## src/rtl/qdac_pkg.sv

```systemverilog
package qdac_pkg;
  typedef struct packed {
    logic shiftEn;
    logic shiftBit;
    logic loadEn;
    logic clearEn;
    logic clearMid;
  } qdac_strobes_t;
endpackage

```

## src/rtl/qdac_ctrl.sv

```systemverilog
module qdac_ctrl
  import qdac_pkg::*;
#(
  parameter int SYNC_STAGES = 2
) (
  input  logic          clk,
  input  logic          rstN,
  input  logic          sclkIn,
  input  logic          sdinIn,
  input  logic          csN,
  input  logic          ldacN,
  input  logic          clrN,
  input  logic          clrSel,
  output qdac_strobes_t strobes
);
  localparam int NIN = 6;
  localparam int B_SCLK = 0;
  localparam int B_SDIN = 1;
  localparam int B_CS   = 2;
  localparam int B_LDAC = 3;
  localparam int B_CLR  = 4;
  localparam int B_SEL  = 5;
  // idle levels: clrSel 0, clrN 1, ldacN 1, csN 1, sdin 0, sclk 1
  localparam logic [NIN-1:0] IDLE = 6'b011101;

  logic [NIN-1:0] rawIn;
  logic [NIN-1:0] stage [SYNC_STAGES];
  logic [NIN-1:0] syncd;
  logic shiftClk, shiftClkPrev, ldacPrev;

  assign rawIn = {clrSel, clrN, ldacN, csN, sdinIn, sclkIn};

  for (genvar s = 0; s < SYNC_STAGES; s++) begin : g_sync
    always_ff @(posedge clk) begin
      if (!rstN) stage[s] <= IDLE;
      else if (s == 0) stage[s] <= rawIn;
      else stage[s] <= stage[(s == 0) ? 0 : s-1];
    end
  end

  assign syncd    = stage[SYNC_STAGES-1];
  assign shiftClk = syncd[B_SCLK] | syncd[B_CS];

  always_ff @(posedge clk) begin
    if (!rstN) begin
      shiftClkPrev <= 1'b1;
      ldacPrev     <= 1'b1;
    end else begin
      shiftClkPrev <= shiftClk;
      ldacPrev     <= syncd[B_LDAC];
    end
  end

  always_comb begin
    strobes.shiftEn  = shiftClk & ~shiftClkPrev;
    strobes.shiftBit = syncd[B_SDIN];
    strobes.loadEn   = ~syncd[B_LDAC] & ldacPrev;
    strobes.clearEn  = ~syncd[B_CLR];
    strobes.clearMid = syncd[B_SEL];
  end


  cs_blocks_shift_chk: assert property (@(posedge clk) disable iff (!rstN)
    (syncd[B_CS] && $past(syncd[B_CS])) |-> !strobes.shiftEn);

  load_single_chk: assert property (@(posedge clk) disable iff (!rstN)
    strobes.loadEn |=> !strobes.loadEn);
endmodule

```

## src/rtl/qdac_datapath.sv

```systemverilog
module qdac_datapath
  import qdac_pkg::*;
#(
  parameter int CH_COUNT = 4,
  parameter int CODE_W   = 12,
  parameter int PAD_W    = 2,
  localparam int ADDR_W  = $clog2(CH_COUNT),
  localparam int FRAME_W = ADDR_W + PAD_W + CODE_W
) (
  input  logic                       clk,
  input  logic                       rstN,
  input  qdac_strobes_t              strobes,
  output logic [CH_COUNT*CODE_W-1:0] codes,
  output logic [CH_COUNT-1:0]        lastLoaded
);
  localparam logic [CODE_W-1:0] MID = CODE_W'(1) << (CODE_W-1);

  logic [FRAME_W-1:0] shiftReg;
  logic [ADDR_W-1:0]  addr;
  logic [CODE_W-1:0]  code;
  logic [CODE_W-1:0]  clearValue;
  logic [CH_COUNT-1:0] addrHot;

  assign addr       = shiftReg[FRAME_W-1 -: ADDR_W];
  assign code       = shiftReg[CODE_W-1:0];
  assign clearValue = strobes.clearMid ? MID : '0;

  always_ff @(posedge clk) begin
    if (!rstN) shiftReg <= '0;
    else if (strobes.shiftEn) shiftReg <= {shiftReg[FRAME_W-2:0], strobes.shiftBit};
  end

  for (genvar c = 0; c < CH_COUNT; c++) begin : g_ch
    assign addrHot[c] = (addr == ADDR_W'(c));
    always_ff @(posedge clk) begin
      if (!rstN) codes[c*CODE_W +: CODE_W] <= '0;
      else if (strobes.clearEn) codes[c*CODE_W +: CODE_W] <= clearValue;
      else if (strobes.loadEn && addrHot[c]) codes[c*CODE_W +: CODE_W] <= code;
    end
  end

  always_ff @(posedge clk) begin
    if (!rstN) lastLoaded <= '0;
    else if (strobes.loadEn && !strobes.clearEn) lastLoaded <= addrHot;
  end


  clear_value_chk: assert property (@(posedge clk) disable iff (!rstN)
    strobes.clearEn |=> codes == ($past(strobes.clearMid) ? {CH_COUNT{MID}} : '0));

  shift_keep_chk: assert property (@(posedge clk) disable iff (!rstN)
    !strobes.shiftEn |=> $stable(shiftReg));

  codes_hold_chk: assert property (@(posedge clk) disable iff (!rstN)
    (!strobes.loadEn && !strobes.clearEn) |=> $stable(codes));

  flag_onehot_chk: assert property (@(posedge clk) disable iff (!rstN)
    (strobes.loadEn && !strobes.clearEn) |=> $countones(lastLoaded) == 1);

  clear_flag_chk: assert property (@(posedge clk) disable iff (!rstN)
    strobes.clearEn |=> $stable(lastLoaded));
endmodule

```

## src/rtl/qdac_frontend.sv

```systemverilog
module qdac_frontend
  import qdac_pkg::*;
#(
  parameter int CH_COUNT    = 4,
  parameter int CODE_W      = 12,
  parameter int PAD_W       = 2,
  parameter int SYNC_STAGES = 2
) (
  input  logic                       clk,
  input  logic                       rstN,
  input  logic                       sclkIn,
  input  logic                       sdinIn,
  input  logic                       csN,
  input  logic                       ldacN,
  input  logic                       clrN,
  input  logic                       clrSel,
  output logic [CH_COUNT*CODE_W-1:0] dacCodes,
  output logic [CH_COUNT-1:0]        lastLoaded
);
  qdac_strobes_t strobes;

  qdac_ctrl #(.SYNC_STAGES(SYNC_STAGES)) u_ctrl (
    .clk(clk), .rstN(rstN), .sclkIn(sclkIn), .sdinIn(sdinIn), .csN(csN),
    .ldacN(ldacN), .clrN(clrN), .clrSel(clrSel), .strobes(strobes)
  );

  qdac_datapath #(.CH_COUNT(CH_COUNT), .CODE_W(CODE_W), .PAD_W(PAD_W)) u_dp (
    .clk(clk), .rstN(rstN), .strobes(strobes),
    .codes(dacCodes), .lastLoaded(lastLoaded)
  );
endmodule

```

## config.mk

```make
export PLATFORM = sky130hd
export DESIGN_NAME = qdac_frontend
export DESIGN_NICKNAME = d
export VERILOG_FILES = /design/src/rtl/qdac_pkg.sv /design/src/rtl/qdac_ctrl.sv /design/src/rtl/qdac_datapath.sv /design/src/rtl/qdac_frontend.sv
export SDC_FILE = /design/constraint.sdc
export NUM_CORES = 1
export LEC_CHECK = 0
export CAP_MARGIN = 20
export CORE_ASPECT_RATIO = 2
export CORE_MARGIN = 5
export CORE_UTILIZATION = 40
export CTS_BUF_LIST = sky130_fd_sc_hd__clkbuf_4
export DETAILED_ROUTE_END_ITERATION = 12
export HOLD_SLACK_MARGIN = 0.15
export PLACE_DENSITY = 0.62
export SYNTH_ARGS = -nofsm -noshare
export SYNTH_HDL_FRONTEND = slang
export SYNTH_SLANG_ARGS = --single-unit
```

## constraint.sdc

```tcl
create_clock -name clk -period 1.5 [get_ports clk]
set_input_delay 0.3 -clock clk [delete_from_list [all_inputs] [get_ports clk]]
set_output_delay 0.3 -clock clk [all_outputs]
set_load 0.05 [all_outputs]
```

==> run summary <==
# hold bufs at CTS: 0
WL final: 6960 µm
Fin. Hold Viols: 0
Vias in the first global route: 2235
Clock Pin Slew Worst Setup and Hold Paths: 110 ps
Synthesized area per cell: 8.53 µm²
Min-delay src: u_ctrl.stage[0][3]
Synth cell types: 25
CP endpoint kind: register
Maximum clock path buffer count: 2
# setup viols final: 0
Clock Latency Late Sink: 420 ps
Average wire per standard cell: 14.0 µm
Die height: 130 µm
Root Buffer Master: clkbuf_4
Most frequent cell after synthesis: nand2_1
Worst R2R Setup Slack: 160 ps
Placed instance count: 480
First-pass DRT Iterations: 4
Synth top area cells: dfxtp_1 57%, nand2_1 18%, a21oi_1 7.7%
Setup crit start: u_ctrl.stage[1][3]
Placer congestion estimate: 0.807
Mapped cell area: 2870 µm²
Via density: 4.84
Slew HR: 64.2%
Crit path required time: 1790 ps
First-pass GRT wire length: 11000 µm
Post-synth top area share: 57.1%
CORE AREA: 6990 µm²
Nets: 409
WHS Path Cells: 1
Final setup margin: 162 ps
Tightest Pin Transition: 531 ps
Arr. time, crit path: 1620 ps
Clock sinks: 82
Maximum vdd drop: 0.000658 V
GRT Residual Overflow: 0
Post-place setup slack: 44.5 ps
R2R Path End: u_dp.codes[11]
Seq/Total Area, Yosys: 57.1%
RR Startpoint: u_ctrl.stage[1][3]
# rows: 43
R2r worst-path depth: 3
Kind of start point of the critical path: register
HPWL after DPL: 5120 µm
Yosys Warn Count: 0
Main flop type after synthesis: dfxtp_1
RSZ-0062 raised after global routing: no
Max cap viols: 0
TritonCTS clock tree: done
Largest net degree at the start of global routing: 45
LEAKAGE: 1.50 nW
Cell count after synthesis: 337
IO Pins: 60
Count of buffers from port buffering: 59
Die ar.: 9080 µm²
WS Path Type: register to register
Initial DRC count: 201
Cell area after layout: 4280 µm²
Pwr Density: 851 nW/µm²
Peak Freq: 747 MHz
Slowest Stage Delay on Critical Path: 600 ps
Hold Path Class: register to register
Starting Density: 41.1%
Final worst path period need: 1340 ps
Post-DP Area: 4140 µm²
Post-synth top area cell: dfxtp_1
Final instance count without filler cells: 497
Htree depth: 3
Crit path to: u_dp.codes[11]
Cell Chain, Critical Path: or4b_4 -> nand2_1 -> a31oi_1
P&R area growth vs syn: 49.0%
Fill cells: 595
CTS buffer count: 9
Syn_nets: 345
Post-synth EDFFs: 0
Most frequent cells after synthesis: 135 x nand2_1, 82 x dfxtp_1, 44 x a21oi_1
Layout cells sized above 1: 21.7%
Total Routing Usage GR: 15.8%
FFs w/ async S/R, synth: 0%
Vias: 2405
ANT nets after route: 0
Number of synthesized register bits: 82
Fin crit share: 89.2%
Skew final: 13.2 ps
Drc violations: 0
Final Max Tran Viols: 0
Setup TNS: 0 ps
Slowest CP cell: or4b_4
Crit Path Max Fanout: 12
Status: finished, final reports clean
Antenna violations before repair: 1
Die W: 69.9 µm
-- per-stage QoR --
stage	util (%)	hold slack, ps	power [mW]
after global placement	59.1	394	2.43
after detailed placement	59.1	395	2.43
after global routing	61.2	434	3.79
after floorplan	-	386	2.35
final	61.2	420	3.64
after CTS	61.1	422	3.67
-- where the power goes --
part           switching [mW]  total [mW]  internal [mW]
logic                  0.0862       0.167         0.0804
clock network           0.684        1.26          0.581
registers              0.0147        2.21           2.20
total                   0.785        3.64           2.86
-- cell usage in the layout, fill, tap and decap left out, drive strengths merged --
master         count
or4b               1
or3                1
o21bai             1
o21ba              1
nor2               1
or2                1
nand4b             1
nor4b              1
and2               4
buf               68
and4b              1
or3b               2
nand4bb            2
a21boi            20
clkbuf            13
clkinv             2
bufinv             1
nand3b             1
o21ai              1
a21oi             44
and4bb             2
diode              1
dfxtp             82
nand2            135
nand2b             9
a31oi              4
clkdlybuf4s50      7
-- layer usage --
| metal | wire (µm) | GRT usage (%) |
|---|---|---|
| met5 | 0 | 0 |
| met4 | 201 | 9.93 |
| met3 | 292 | 2.78 |
| met2 | 3720 | 29.6 |
| met1 | 2740 | 16.0 |
-- logic make-up (layout without fill, tap and decap cells) --
group                  count (synthesis)  count (layout)  share of synthesized area (%)
AND/OR/NAND/NOR                      162             162                           25.1
flip-flops                            82              82                           57.1
AO/OA/AOI/OAI                         71              71                           14.5
buffers and inverters                 22              91                           3.26
other                                  0               1                              0
-- what timing repair did --
item / 4_1_cts / 5_1_grt
gates resized for setup: 0 / 2
endpoints found under the setup margin: 0 / 6
setup buffers: 0 / 0
-- registers in the layout (all words and copies together) (netlist names) --
signal,flops
u_dp.codes,48
u_dp.shiftReg,16
u_ctrl.stage,12
u_dp.lastLoaded,4
u_ctrl.ldacPrev,1
u_ctrl.shiftClkPrev,1
-- critical path, delay by kind of cell, from the launching register on --
kind            cells  cell delay (ps)
simple gates        2              720
compound gates      1               90
flops               1              400
-- worst min path at each step --
stage          slack, ps            endpoint
5_1_grt              430  u_ctrl.stage[0][2]
3_3_place_gp         390  u_ctrl.stage[1][3]
3_5_place_dp         400  u_ctrl.stage[1][3]
6_report             420  u_ctrl.stage[1][3]
2_1_floorplan        390  u_ctrl.stage[1][0]
4_1_cts              420  u_ctrl.stage[0][0]
-- final cells by class --
class / count / area, µm² / area share (%)
clock inverter: 3 / 40.0 / 0.935
sequential: 82 / 1640 / 38.3
clock buffer: 13 / 97.6 / 2.28
tap: 90 / 113 / 2.63
multi-input combinational: 233 / 1140 / 26.7
antenna: 1 / 2.50 / 0.0584
timing repair buffer: 75 / 1240 / 29.0
Note: power is estimated with default switching activity, not from simulation.
